[src/rtl/dsd_pkg.sv]
package dsd_pkg;
  localparam int DATA_W   = 8;
  localparam int LEVEL_W  = 7;
  localparam int ADDR_W   = 16;
  localparam int RATE_W   = 4;
  localparam int PERIOD_W = 9;
  localparam int LEN_W    = 12;
  localparam int SEL_W    = 3;

  typedef enum logic [SEL_W-1:0] {
    SEL_CTRL   = 3'd0,
    SEL_LEVEL  = 3'd1,
    SEL_START  = 3'd2,
    SEL_LEN    = 3'd3,
    SEL_STATUS = 3'd4
  } reg_sel_e;

  // control byte: [7] irq enable, [6] loop, [3:0] rate index
  typedef struct packed {
    logic              irq_en;
    logic              loop_en;
    logic [RATE_W-1:0] rate;
  } ctrl_t;

  localparam int CTRL_IRQ_BIT  = 7;
  localparam int CTRL_LOOP_BIT = 6;
  localparam int STATUS_GO_BIT = 4;

  function automatic logic [PERIOD_W-1:0] rate_period(input logic [RATE_W-1:0] idx);
    logic [PERIOD_W-1:0] p;
    case (idx)
      4'd0:  p = 9'd428;
      4'd1:  p = 9'd380;
      4'd2:  p = 9'd340;
      4'd3:  p = 9'd320;
      4'd4:  p = 9'd286;
      4'd5:  p = 9'd254;
      4'd6:  p = 9'd226;
      4'd7:  p = 9'd214;
      4'd8:  p = 9'd190;
      4'd9:  p = 9'd160;
      4'd10: p = 9'd142;
      4'd11: p = 9'd128;
      4'd12: p = 9'd106;
      4'd13: p = 9'd84;
      4'd14: p = 9'd72;
      default: p = 9'd54;
    endcase
    return p;
  endfunction
endpackage

[src/rtl/dsd_regs.sv]
module dsd_regs
  import dsd_pkg::*;
#(
  parameter int DW  = DATA_W,
  parameter int LVW = LEVEL_W,
  parameter int SW  = SEL_W
) (
  input  logic           clk,
  input  logic           rst,
  input  logic           we,
  input  logic [SW-1:0]  sel,
  input  logic [DW-1:0]  wdata,
  output ctrl_t          ctrl,
  output logic [DW-1:0]  start_code,
  output logic [DW-1:0]  len_code,
  output logic           level_wr,
  output logic [LVW-1:0] level_val,
  output logic           status_wr,
  output logic           status_go,
  output logic           irq_off
);
  logic hit_ctrl, hit_start, hit_len;

  assign hit_ctrl  = we && (sel == SEL_CTRL);
  assign hit_start = we && (sel == SEL_START);
  assign hit_len   = we && (sel == SEL_LEN);
  assign level_wr  = we && (sel == SEL_LEVEL);
  assign status_wr = we && (sel == SEL_STATUS);
  assign level_val = wdata[LVW-1:0];
  assign status_go = wdata[STATUS_GO_BIT];
  assign irq_off   = hit_ctrl && !wdata[CTRL_IRQ_BIT];

  always_ff @(posedge clk) begin
    if (rst) begin
      ctrl       <= '0;
      start_code <= '0;
      len_code   <= '0;
    end else begin
      if (hit_ctrl) begin
        ctrl.irq_en  <= wdata[CTRL_IRQ_BIT];
        ctrl.loop_en <= wdata[CTRL_LOOP_BIT];
        ctrl.rate    <= wdata[RATE_W-1:0];
      end
      if (hit_start) start_code <= wdata;
      if (hit_len)   len_code   <= wdata;
    end
  end
endmodule

[src/rtl/dsd_timer.sv]
module dsd_timer
  import dsd_pkg::*;
#(
  parameter int PW = PERIOD_W,
  parameter int RW = RATE_W
) (
  input  logic          clk,
  input  logic          rst,
  input  logic [RW-1:0] rate,
  output logic          tick
);
  logic [PW-1:0] cnt;

  assign tick = (cnt == '0);

  always_ff @(posedge clk) begin
    if (rst)       cnt <= '0;
    else if (tick) cnt <= rate_period(rate) - PW'(1);
    else           cnt <= cnt - PW'(1);
  end
endmodule

[src/rtl/dsd_reader.sv]
module dsd_reader
  import dsd_pkg::*;
#(
  parameter int          AW     = ADDR_W,
  parameter int          DW     = DATA_W,
  parameter int          LW     = LEN_W,
  parameter logic [15:0] BASE   = 16'hC000,
  parameter logic [15:0] WRAP   = 16'h8000,
  parameter int          BLK_SH = 6,
  parameter int          LEN_SH = 4
) (
  input  logic          clk,
  input  logic          rst,
  input  logic          loop_en,
  input  logic          irq_en,
  input  logic [DW-1:0] start_code,
  input  logic [DW-1:0] len_code,
  input  logic          status_wr,
  input  logic          status_go,
  input  logic          irq_off,
  input  logic          buf_take,
  input  logic          dma_ack,
  input  logic [DW-1:0] dma_data,
  output logic          dma_req,
  output logic [AW-1:0] dma_addr,
  output logic          buf_full,
  output logic [DW-1:0] buf_data,
  output logic          active,
  output logic          irq_flag
);
  localparam logic [AW-1:0] ADDR_MAX = {AW{1'b1}};

  logic [AW-1:0] ptr, n_ptr, n_req_addr, start_addr;
  logic [LW-1:0] rem, n_rem, len_bytes;
  logic          n_req, n_full, n_irq;
  logic [DW-1:0] n_data;

  assign start_addr = AW'(BASE) + (AW'(start_code) << BLK_SH);
  assign len_bytes  = (LW'(len_code) << LEN_SH) + LW'(1);
  assign active     = (rem != '0);

  always_comb begin
    n_ptr      = ptr;
    n_rem      = rem;
    n_req      = dma_req;
    n_req_addr = dma_addr;
    n_full     = buf_full;
    n_data     = buf_data;
    n_irq      = irq_flag;
    if (buf_take) n_full = 1'b0;
    if (dma_req && dma_ack) begin
      n_req  = 1'b0;
      n_full = 1'b1;
      n_data = dma_data;
      if (rem != '0) begin
        n_ptr = (ptr == ADDR_MAX) ? AW'(WRAP) : ptr + AW'(1);
        n_rem = rem - LW'(1);
        if (rem == LW'(1)) begin
          if (loop_en) begin
            n_ptr = start_addr;
            n_rem = len_bytes;
          end else if (irq_en) begin
            n_irq = 1'b1;
          end
        end
      end
    end else if (!dma_req && !buf_full && rem != '0) begin
      n_req      = 1'b1;
      n_req_addr = ptr;
    end
    if (irq_off) n_irq = 1'b0;
    if (status_wr) begin
      n_irq = 1'b0;
      if (status_go) begin
        if (n_rem == '0) begin
          n_ptr = start_addr;
          n_rem = len_bytes;
        end
      end else begin
        n_rem = '0;
      end
    end
  end

  always_ff @(posedge clk) begin
    if (rst) begin
      ptr      <= AW'(BASE);
      rem      <= '0;
      dma_req  <= 1'b0;
      dma_addr <= AW'(BASE);
      buf_full <= 1'b0;
      buf_data <= '0;
      irq_flag <= 1'b0;
    end else begin
      ptr      <= n_ptr;
      rem      <= n_rem;
      dma_req  <= n_req;
      dma_addr <= n_req_addr;
      buf_full <= n_full;
      buf_data <= n_data;
      irq_flag <= n_irq;
    end
  end
endmodule

[src/rtl/dsd_output.sv]
module dsd_output
  import dsd_pkg::*;
#(
  parameter int DW  = DATA_W,
  parameter int LVW = LEVEL_W
) (
  input  logic           clk,
  input  logic           rst,
  input  logic           tick,
  input  logic           buf_full,
  input  logic [DW-1:0]  buf_data,
  input  logic           level_wr,
  input  logic [LVW-1:0] level_val,
  output logic           buf_take,
  output logic [LVW-1:0] level
);
  localparam int             BCW    = $clog2(DW + 1);
  localparam logic [LVW-1:0] LV_TOP = {LVW{1'b1}};
  localparam logic [LVW-1:0] STEP   = LVW'(2);

  logic [DW-1:0]  shift;
  logic [BCW-1:0] bits_left;
  logic           silent;
  logic [LVW-1:0] stepped;
  logic           byte_end;

  assign byte_end = (bits_left == BCW'(1));
  assign buf_take = tick && byte_end && buf_full;

  always_comb begin
    stepped = level;
    if (shift[0]) begin
      if (level <= LV_TOP - STEP) stepped = level + STEP;
    end else begin
      if (level >= STEP) stepped = level - STEP;
    end
  end

  always_ff @(posedge clk) begin
    if (rst) begin
      shift     <= '0;
      bits_left <= BCW'(1);
      silent    <= 1'b1;
      level     <= '0;
    end else begin
      if (tick) begin
        if (!silent) begin
          level <= stepped;
          shift <= shift >> 1;
        end
        if (byte_end) begin
          bits_left <= BCW'(DW);
          if (buf_full) begin
            shift  <= buf_data;
            silent <= 1'b0;
          end else begin
            silent <= 1'b1;
          end
        end else begin
          bits_left <= bits_left - BCW'(1);
        end
      end
      if (level_wr) level <= level_val;
    end
  end
endmodule

[src/rtl/dsd_channel.sv]
module dsd_channel
  import dsd_pkg::*;
#(
  parameter int          AW     = ADDR_W,
  parameter int          DW     = DATA_W,
  parameter int          LVW    = LEVEL_W,
  parameter int          SW     = SEL_W,
  parameter int          LW     = LEN_W,
  parameter logic [15:0] BASE   = 16'hC000,
  parameter logic [15:0] WRAP   = 16'h8000,
  parameter int          BLK_SH = 6,
  parameter int          LEN_SH = 4
) (
  input  logic           clk,
  input  logic           rst,
  input  logic           reg_we,
  input  logic [SW-1:0]  reg_sel,
  input  logic [DW-1:0]  reg_wdata,
  output logic           dma_req,
  output logic [AW-1:0]  dma_addr,
  input  logic           dma_ack,
  input  logic [DW-1:0]  dma_data,
  output logic [LVW-1:0] level,
  output logic           active,
  output logic           irq_pull_low
);
  ctrl_t          ctrl;
  logic [DW-1:0]  start_code, len_code, buf_data;
  logic           level_wr, status_wr, status_go, irq_off;
  logic [LVW-1:0] level_val;
  logic           tick, buf_take, buf_full;

  dsd_regs #(.DW(DW), .LVW(LVW), .SW(SW)) u_regs (
    .clk(clk), .rst(rst), .we(reg_we), .sel(reg_sel), .wdata(reg_wdata),
    .ctrl(ctrl), .start_code(start_code), .len_code(len_code),
    .level_wr(level_wr), .level_val(level_val),
    .status_wr(status_wr), .status_go(status_go), .irq_off(irq_off)
  );

  dsd_timer #(.PW(PERIOD_W), .RW(RATE_W)) u_timer (
    .clk(clk), .rst(rst), .rate(ctrl.rate), .tick(tick)
  );

  dsd_reader #(
    .AW(AW), .DW(DW), .LW(LW), .BASE(BASE), .WRAP(WRAP),
    .BLK_SH(BLK_SH), .LEN_SH(LEN_SH)
  ) u_reader (
    .clk(clk), .rst(rst), .loop_en(ctrl.loop_en), .irq_en(ctrl.irq_en),
    .start_code(start_code), .len_code(len_code),
    .status_wr(status_wr), .status_go(status_go), .irq_off(irq_off),
    .buf_take(buf_take), .dma_ack(dma_ack), .dma_data(dma_data),
    .dma_req(dma_req), .dma_addr(dma_addr), .buf_full(buf_full),
    .buf_data(buf_data), .active(active), .irq_flag(irq_pull_low)
  );

  dsd_output #(.DW(DW), .LVW(LVW)) u_out (
    .clk(clk), .rst(rst), .tick(tick), .buf_full(buf_full),
    .buf_data(buf_data), .level_wr(level_wr), .level_val(level_val),
    .buf_take(buf_take), .level(level)
  );
endmodule

[config.mk]
export PLATFORM = sky130hd
export DESIGN_NAME = dsd_channel
export DESIGN_NICKNAME = d
export VERILOG_FILES = /design/src/rtl/dsd_pkg.sv /design/src/rtl/dsd_regs.sv /design/src/rtl/dsd_timer.sv /design/src/rtl/dsd_reader.sv /design/src/rtl/dsd_output.sv /design/src/rtl/dsd_channel.sv
export SDC_FILE = /design/constraint.sdc
export NUM_CORES = 1
export LEC_CHECK = 0
export ABC_AREA = 1
export BUFFER_PORTS_ARGS = -buffer_cell sky130_fd_sc_hd__buf_2
export CORE_MARGIN = 10
export CORE_UTILIZATION = 55
export DETAILED_ROUTE_END_ITERATION = 10
export GPL_ROUTABILITY_DRIVEN = 0
export HOLD_SLACK_MARGIN = 0.12
export PLACE_DENSITY = 0.74
export SLEW_MARGIN = 20
export SYNTH_ARGS = -nofsm -noshare
export SYNTH_HDL_FRONTEND = slang
export SYNTH_SLANG_ARGS = --single-unit
[constraint.sdc]
create_clock -name clk -period 2 [get_ports clk]
set_input_delay 0.2 -clock clk [delete_from_list [all_inputs] [get_ports clk]]
set_output_delay 0.2 -clock clk [all_outputs]
set_load 0.02 [all_outputs]
Yosys cells after proc, flatten, opt, wreduce, memory -nomap -nowiden:

Memories as Yosys holds them, arrays and structs flattened. A register that Yosys moved wholly into a read port is not among the register bits.
Cells that the tools add are included.

* flip-flop bits (word level): 106
* memory bits (read-only): 128
* input port bits: 23
* output and inout port bits: 26
* word-level logic and storage cells: 100
* memories: 1

Memories
* (name not given): words 16, bits a word 8, rd ports 1, clocked after memory_dff 1, write ports 0, line dsd_pkg.sv:31 `case (idx)`

* add/sub/neg operators: 9
* magnitude comparators: 2
* equality and inequality tests: 9
* multiplexer cells: 33
* bitwise operators: 2
* reduce and logical (&&, ||, !) cells: 27

Operators with widths (count)
* $mux W16: 8
* $mux W12: 7
* $mux W7: 6
* $mux W9: 3
* $mux W8: 3
* $sub A9 B1 Y9 const B: 2
* $add A15 B15 Y16 const A: 1
* $add A16 B1 Y16 const B: 1
* $eq A16 B16 Y1 const B: 1
* $add A12 B1 Y12 const B: 1
* $eq A12 B1 Y1 const B: 1
* $logic_not A12 Y1: 1
* $mux W4: 3
* $reduce_bool A12 Y1: 1
* $sub A12 B1 Y12 const B: 1
* $logic_and A1 B1 Y1: 11
* $logic_not A9 Y1: 1
* $add A7 B2 Y7 const B: 1
* $ge A7 B2 Y1 const B: 1
* $le A7 B7 Y1 const B: 1
* $sub A7 B2 Y7 const B: 1
* $eq A3 B2 Y1 const B: 2
* $reduce_and A5 Y1: 1
* $eq A4 B1 Y1 const B: 1
* other kinds (15): 22

Depth between registers and ports, before layout:

Gate-level depths: netlist of the first run.

* depth in word-level cells: 9
* depth in mapped cells: 17
* depth with buffers taken out: 15

By module:

Synthesis of the first run repeated with hierarchy kept, for this count alone.

* cell total of the unflattened synthesis: 947
* area total of the unflattened synthesis: 6296.0 µm²

Modules (own cells, without submodules)
* dsd_reader: instances 1, cells an instance 493, area each 3193.1 µm², seq. area each 1101.1 µm²
* dsd_output: instances 1, cells an instance 173, area each 1260.0 µm², seq. area each 400.4 µm²
* dsd_regs: instances 1, cells an instance 149, area each 1004.7 µm², seq. area each 440.4 µm²
* dsd_timer: instances 1, cells an instance 132, area each 838.3 µm², seq. area each 180.2 µm²

Least setup slack after synthesis of the first run:

OpenSTA, ideal clock, no wires.

* path type: register to register
* start point: register u_reader.rem[0]
* end point: register u_reader.ptr[2]
* library setup time: 0.108 ns
* data arrival time: 1.947 ns
* required time: 1.892 ns
* setup slack: -0.055 ns
* stages on the path, launching flop included: 18
* buffers on the path: 2
* clock period less this slack: 2.055 ns
* cell sequence: dfxtp_1 > inv_1 > ha_1 > nand2_2 > nor2_4 > nand2_4 > nand2_4 > buf_8 > nand2_4 > nand2_2 > nand2_2 > inv_1 > nand2_2 > nor2_4 > nand3_4 > buf_6 > nand2_1 > inv_2

* word-level cells in the longest chain between the ends: 9
* elaborated cells between the ends (all ways): 14
* those cells by class: add/sub: 1; eq/ne: 1; mux: 10; reduce/logical: 2

Ends and longest elaborated chain
* start: declaration: line dsd_reader.sv:34 `logic [LW-1:0] rem, n_rem, len_bytes;`
* start signal: assignment: line dsd_reader.sv:96 `rem <= n_rem;`
* $sub A12 B1 Y12: line dsd_reader.sv:57 `n_rem = rem - LW'(1);`
* $mux W12: line dsd_reader.sv:59 `if (loop_en) begin`
* $mux W12: line dsd_reader.sv:58 `if (rem == LW'(1)) begin`
* $mux W12: line dsd_reader.sv:55 `if (rem != '0) begin`
* $mux W12: line dsd_reader.sv:51 `if (dma_req && dma_ack) begin`
* $logic_not A12 Y1: line dsd_reader.sv:75 `if (n_rem == '0) begin`
* $mux W16: line dsd_reader.sv:75
* $mux W16: line dsd_reader.sv:74 `if (status_go) begin`
* $mux W16 *: line dsd_reader.sv:72 `if (status_wr) begin`
* end signal: assignment: line dsd_reader.sv:87 `ptr <= AW'(BASE);`
* end signal: assignment: line dsd_reader.sv:95 `ptr <= n_ptr;`
* end: declaration: line dsd_reader.sv:33 `logic [AW-1:0] ptr, n_ptr, n_req_addr, start_addr;`

Mark *: on every way between the ends. The rest lies on a longest branch, timed or not.
A chain may end at the register's enable or synchronous reset.

Worst setup path after layout of the first run:

* start point: register u_reader.rem[1]
* end point: register u_reader.ptr[6]

The elaborated chain is that of the path after synthesis.

==> results.tsv, run 1 <==
metric	value	unit
status	finished, violations left	
violations in the final reports	negative setup slack	
CTS tree	yes	
Max Cap Viol	0	
Gate Count Post-Synth	893	
Avg Inst Size Synth	6.95	µm²
critical path required time	2.30	ns
Post-DP HPWL	11900	µm
top post-synthesis cells by area	dfxtp_1 37%, nor2_1 8.7%, nand2_1 7.9%	
initial antenna violation count	0	
chip width	126	µm
die height	126	µm
Tmin final	2.17	ns
crit-path cells	inv_6 > ha_4 > nor3b_4 > buf_6 > nand4_1 > nand3_2 > nand2_2 > nor2_4 > nand2_2 > nor2_4 > nand3_4 > nand3_2 > nand2_1	
first drt pass iteration count	5	
most frequent cells in the layout	136 x nor2_1, 111 x nand2_1, 111 x dfxtp_1	
IO buf count	48	
most common cell after layout, fill and taps aside	nor2_1	
Syn Nets	931	
R2R depth	13	
Core Footprint	10900	µm²
achievable frequency	0.461	GHz
count of final setup violators	28	
YS warnings	0	
Final Max Slew Viols	0	
most crowded layer after global routing	met2	
flops & latches, synth	114	
type of the worst min-delay path	input port to flop	
I/O Pins	49	
GRT overflow	0	
first-pass GRT wire length	28600	µm
met2 usage	0.343	
CTS Root Cell	clkbuf_16	
drt wl/cell	14.7	µm
CTS Buf Count	17	
Sink Count	114	
Routed Antenna Nets	0	
Netlist cell types	45	
Max Buffers Root-to-Sink	2	
crit end category	flop	
antenna cells	0	
area growth from synthesis to layout	33.4	%
Hold Path End	u_out.level[5]$_SDFFE_PP0P_	
H-tree depth	4	
Tot Pwr	7.20	mW
setup_tns	-3.40	ns
Slew @ Worst Pin	0.632	ns
M3 GR Usage	0.0612	
CP arrival	2.47	ns
Die ar.	15900	µm²
total number of vias	6428	
CP max stage cell	dfxtp_4	
largest fanout on the critical path	8	
initial core utilization	0.567	
Clk pin slew, worst setup/hold paths	0.05	ns
R2R setup slack	-0.17	ns
power density cells	870	nW/µm²
register area share after synthesis	0.368	
Slew HR	0.577	
layout cells sized above 1	0.273	
FP Rows	38	
r2r endpoint	u_reader.ptr[6]$_SDFF_PP0_	
biggest area consumer among synthesized cells	dfxtp_1	
peak supply drop	0.000862	V
Setup crit start kind	flop	
final worst setup slack	-0.169	ns
Final Cycle Share	1.08	
Crit Path Class	flop to flop	
vias in the first global route	6099	
Synth top area share	0.368	
Lkg Pwr	3.72	nW
hold depth	3	
RSZ-0062 raised after global routing	true	
Fin. Hold Viols	0	
clock skew	0.0102	ns
largest net degree at the start of global routing	55	
Mapped Area	6200	µm²
min-delay src	reg_wdata[5]	
GR met1 Demand/Resource	0.261	
Worst-Skew Late Latency	0.41	ns
reg-to-reg startpoint	u_reader.rem[1]$_SDFF_PP0_	
1st-iter DRT viols	477	
Post-Route WL	17500	µm
Overall Global Routing Usage	0.213	
Post-layout nets	1080	
vias per cell	5.39	
CP peak stage delay	0.35	ns
drc violations	0	
-- metrics by stage --
step	cell area (µm²)	hold WS, ns	cells	setup WS, ns	util
after floorplan	6200	0.328	893	0.0127	-
after global placement	7120	0.423	1130	-0.110	0.651
after detailed placement	7120	0.425	1130	-0.148	0.651
after CTS	8060	0.121	1182	-0.130	0.737
after global routing	8280	0.137	1192	-0.333	0.757
final	8280	0.131	1192	-0.169	0.757
-- worst max-delay path: cells and delay by family, from the launching register on --
family | cells | cell delay [ns]
AND/OR/NAND/NOR | 10 | 1.34
flip-flops | 1 | 0.35
buffers and inverters | 2 | 0.25
adder cells (fa/ha/maj) | 1 | 0.12
-- Yosys cell counts, drive strengths merged --
| cell | count |
|---|---|
| o22ai | 5 |
| nand3b | 1 |
| clkbuf | 27 |
| o311ai | 1 |
| a221oi | 1 |
| nor2 | 158 |
| nand3 | 78 |
| o21ai | 79 |
| nand2 | 141 |
| a41oi | 1 |
| a211oi | 2 |
| buf | 9 |
| o32ai | 1 |
| ha | 15 |
| o211a | 1 |
| or2 | 1 |
| inv | 110 |
| dfxtp | 114 |
| xnor2 | 7 |
| clkinv | 1 |
| o31ai | 3 |
| nor4 | 2 |
| a21oi | 53 |
| nor3 | 17 |
| o211ai | 10 |
| xor2 | 12 |
| nand4 | 33 |
| nor3b | 2 |
| o21a | 3 |
| a31oi | 5 |
-- repair_timing --
action,CTS,global route
hold endpoints to repair,12,0
resized for setup,39,53
hold buffers,11,0
pin swaps,26,31
setup buffers,11,7
setup endpoints to repair,28,59
gates cloned,1,3
-- how the worst max path moves through the flow --
stage               slack, ns  depth (start not counted)                          start                          end
floorplan                0.01                         11  u_reader.dma_req$_SDFFE_PP0P_   u_reader.ptr[2]$_SDFF_PP0_
global placement        -0.11                         16     u_reader.rem[1]$_SDFF_PP0_   u_reader.ptr[0]$_SDFF_PP0_
detailed placement      -0.15                         12     u_reader.rem[0]$_SDFF_PP0_   u_reader.rem[3]$_SDFF_PP0_
CTS                     -0.13                         13     u_reader.rem[1]$_SDFF_PP0_  u_reader.ptr[12]$_SDFF_PP0_
global route            -0.33                         15     u_reader.rem[2]$_SDFF_PP0_   u_reader.ptr[6]$_SDFF_PP0_
finish                  -0.17                         13     u_reader.rem[1]$_SDFF_PP0_   u_reader.ptr[6]$_SDFF_PP0_
-- routing by layer --
layer	wire length [µm]	vias to the layer above	part of all wire
met2	8240	206	0.47
li1	-	3250	-
met3	1060	45	0.060
met4	531	0	0.030
met5	0	-	0
met1	7700	2927	0.44
-- logic make-up after synthesis --
| family | after synthesis | synth area share |
|---|---|---|
| simple gates | 433 | 0.331 |
| compound gates | 165 | 0.147 |
| buf+inv | 147 | 0.0966 |
| flops | 114 | 0.368 |
| xor+xnor | 19 | 0.0268 |
| fa+ha+maj | 15 | 0.0303 |
-- state kept, by name, indices dropped and copies added, names as in the netlist, named ones only --
register / cells
u_out.silent: 1
u_timer.cnt: 9
u_regs.len_code: 8
u_out.shift: 8
u_regs.start_code: 8
u_reader.ptr: 16
u_reader.buf_data: 8
u_reader.irq_flag: 1
u_regs.ctrl: 6
u_reader.rem: 12
u_reader.dma_addr: 16
u_out.bits_left: 4
u_reader.dma_req: 1
u_reader.buf_full: 1
u_out.level: 7
-- report_power, final --
part	switching (mW)	internal, mW	leakage, nW	total (mW)
Sequential	0.128	2.48	0.928	2.61
Combinational	0.968	0.646	2.50	1.61
Clock	0.974	2.00	0.294	2.97
-- layout make-up --
type | instances | area, µm²
Multi-Input combinational cell | 633 | 3590
Fill cell | 854 | 2660
Sequential cell | 114 | 2290
Timing Repair Buffer | 162 | 1180
Clock buffer | 24 | 512
Inverter | 111 | 432
Tap cell | 140 | 175
Clock inverter | 5 | 75.1
Timing Repair inverter | 3 | 20.0
(Power assumes the default switching activity.)
==> inputs of run 2 (changes only) <==
--- a/config.mk
+++ b/config.mk
@@ -6,7 +6,7 @@
 export NUM_CORES = 1
 export LEC_CHECK = 0
 export ABC_AREA = 1
-export BUFFER_PORTS_ARGS = -buffer_cell sky130_fd_sc_hd__buf_2
+export BUFFER_PORTS_ARGS = -buffer_cell sky130_fd_sc_hd__buf_4
 export CORE_MARGIN = 10
 export CORE_UTILIZATION = 55
 export DETAILED_ROUTE_END_ITERATION = 10
==> results.tsv, run 2 (synthesized netlist as in run 1, its figures left out) <==
metric	value	unit	change
GRT overflow	0		unchanged
Worst-Skew Late Latency	0.43	ns	+0.02 ns
largest net degree at the start of global routing	50		-9.1%
Slew @ Worst Pin	0.649	ns	+0.0173 ns
largest fanout on the critical path	8		unchanged
Max Buffers Root-to-Sink	2		unchanged
antenna cells	0		unchanged
Overall Global Routing Usage	0.224		+0.0110
Tot Pwr	7.22	mW	+0.23%
CP most frequent cell	nand2_2		
drt wl/cell	15.8	µm	+7.2%
top flop regs	u_reader.dma_addr: 16 flops, u_reader.ptr: 16 flops, u_reader.rem: 12 flops		
die height	126	µm	unchanged
I/O Pins	49		unchanged
first drt pass iteration count	6		+1
Tmin final	2.30	ns	+0.128 ns
CP arrival	2.61	ns	+0.14 ns
CTS Buf Count	17		unchanged
1st-iter DRT viols	605		+27%
most common cell after layout, fill and taps aside	nor2_1		
Final Max Slew Viols	0		unchanged
CTS Root Cell	clkbuf_16		
Die ar.	15900	µm²	unchanged
final worst setup slack	-0.297	ns	-0.128 ns
Post-layout nets	1066		-1.3%
Crit Path Class	flop to flop		
total number of vias	6691		+4.1%
Core Footprint	10900	µm²	unchanged
crit end category	flop		
Slew HR	0.566		-0.0116
Sink Count	114		unchanged
initial core utilization	0.567		unchanged
crit-path cells	inv_6 > ha_4 > nor3b_4 > buf_6 > nand4_1 > nand3_1 > nand2_2 > nor2_4 > nand2_2 > nor2_4 > nand3_4 > nand2_2 > nor2_1		
worst path bufs/invs	2		unchanged
count of final setup violators	28		unchanged
CTS tree	yes		
vias per cell	5.68		+5.2%
initial antenna violation count	0		unchanged
achievable frequency	0.435	GHz	-5.6%
type of the worst min-delay path	input port to flop		
Post-Route WL	18600	µm	+6.0%
area growth from synthesis to layout	33.8	%	
FP Rows	38		unchanged
delay-heaviest family, CP	simple AND/OR/NAND/NOR gates		
Hold Worst Slack	0.125	ns	-0.00662 ns
Max Cap Viol	0		unchanged
multi-input logic area	3600	µm²	+0.17%
most frequent cells in the layout	134 x nor2_1, 125 x buf_4, 113 x nand2_1		
H-tree depth	4		unchanged
CP peak stage delay	0.36	ns	about the same
violations in the final reports	negative setup slack		
drc violations	0		unchanged
critical path required time	2.31	ns	about the same
Fillers	783		-8.3%
Final Cycle Share	1.15		+0.0639
Setup crit start kind	flop		
FF+latch area	2290	µm²	-0.11%
Routed Antenna Nets	0		unchanged
chip width	126	µm	unchanged
status	finished, violations left		
first-pass GRT wire length	30200	µm	+5.5%
layout cells sized above 1	0.252		-0.0206
power density cells	869	nW/µm²	about the same
Clk pin slew, worst setup/hold paths	0.05	ns	about the same
IO buf count	48		unchanged
RSZ-0062 raised after global routing	true		
vias in the first global route	6468		+6.1%
peak supply drop	0.000732	V	-15%
clock skew	0.00898	ns	-0.00124 ns
Fin. Hold Viols	0		unchanged
Lkg Pwr	3.67	nW	-1.4%
CP max stage cell	dfxtp_4		
Post-DP HPWL	12500	µm	+4.7%
-- run 2: changes by cell type in the layout (fill, tap and decap cells not counted), moves of 3 or more --
cell	previous run	this run
clkbuf_8	6	3
buf_4	95	125
nand2_2	23	20
nand3_2	18	15
dlygate4sd3_1	11	15
buf_2	48	0
clkbuf_1	1	5
-- run 2: cell type report --
| type | count | area share |
|---|---|---|
| Clock buffer | 25 | 0.0585 |
| Inverter | 111 | 0.0523 |
| Timing Repair inverter | 2 | 0.00181 |
| Sequential cell | 114 | 0.276 |
| Timing Repair Buffer | 149 | 0.148 |
| Multi-Input combinational cell | 633 | 0.434 |
| Clock inverter | 5 | 0.00935 |
| Tap cell | 140 | 0.0211 |
-- run 2: final timing paths --
path                              start                              end  slack (ns)  cells past startpoint
max          u_reader.rem[1]$_SDFF_PP0_       u_reader.ptr[0]$_SDFF_PP0_       -0.30                     13
min                        reg_wdata[3]  u_regs.len_code[3]$_SDFFE_PP0P_        0.12                      3
max reg2reg  u_reader.rem[1]$_SDFF_PP0_       u_reader.ptr[0]$_SDFF_PP0_       -0.30                     13
min reg2reg   u_timer.cnt[0]$_SDFF_PP0_        u_timer.cnt[0]$_SDFF_PP0_        0.44                      1
-- run 2: worst reg2reg max path, delay by kind of cell, from the launching register on --
kind                     cells  cell delay [ns]
flip-flops                   1             0.36
AND/OR/NAND/NOR             10             1.46
buffers and inverters        2             0.24
adder cells (fa/ha/maj)      1             0.12
-- run 2: metrics by stage --
step / setup TNS (ns) / utilization / area [µm²] / setup WS [ns] / std cells
after CTS: -4.77 / 0.738 / 8070 / -0.221 / 1170
after floorplan: 0 / - / 6200 / 0.0127 / 893
after detailed placement: -4.52 / 0.654 / 7150 / -0.213 / 1117
final: -6.95 / 0.759 / 8300 / -0.297 / 1179
after global routing: -9.25 / 0.759 / 8300 / -0.384 / 1179
after global placement: -2.51 / 0.654 / 7150 / -0.129 / 1117
-- run 2: report_power, final --
group / switching (mW) / internal (mW)
Combinational: 0.976 / 0.682
Clock: 1.03 / 1.91
Sequential: 0.136 / 2.48
Total: 2.14 / 5.08
-- run 2: timing repair --
item | in CTS | in global routing
gates cloned | 1 | 2
buffers inserted | 7 | 7
hold buffers | 15 | 0
endpoints found under the setup margin | 28 | 61
hold endpoints to repair | 26 | 0
pin swaps | 17 | 29
resized for setup | 35 | 54
-- run 2: per-layer routing --
metal | vias to the layer above | share of wire | GRT usage
met3 | 57 | 0.070 | 0.0612
met1 | 3113 | 0.40 | 0.261
met5 | - | 0 | 0
met4 | 0 | 0.027 | 0.0991
met2 | 296 | 0.50 | 0.377
li1 | 3225 | - | -
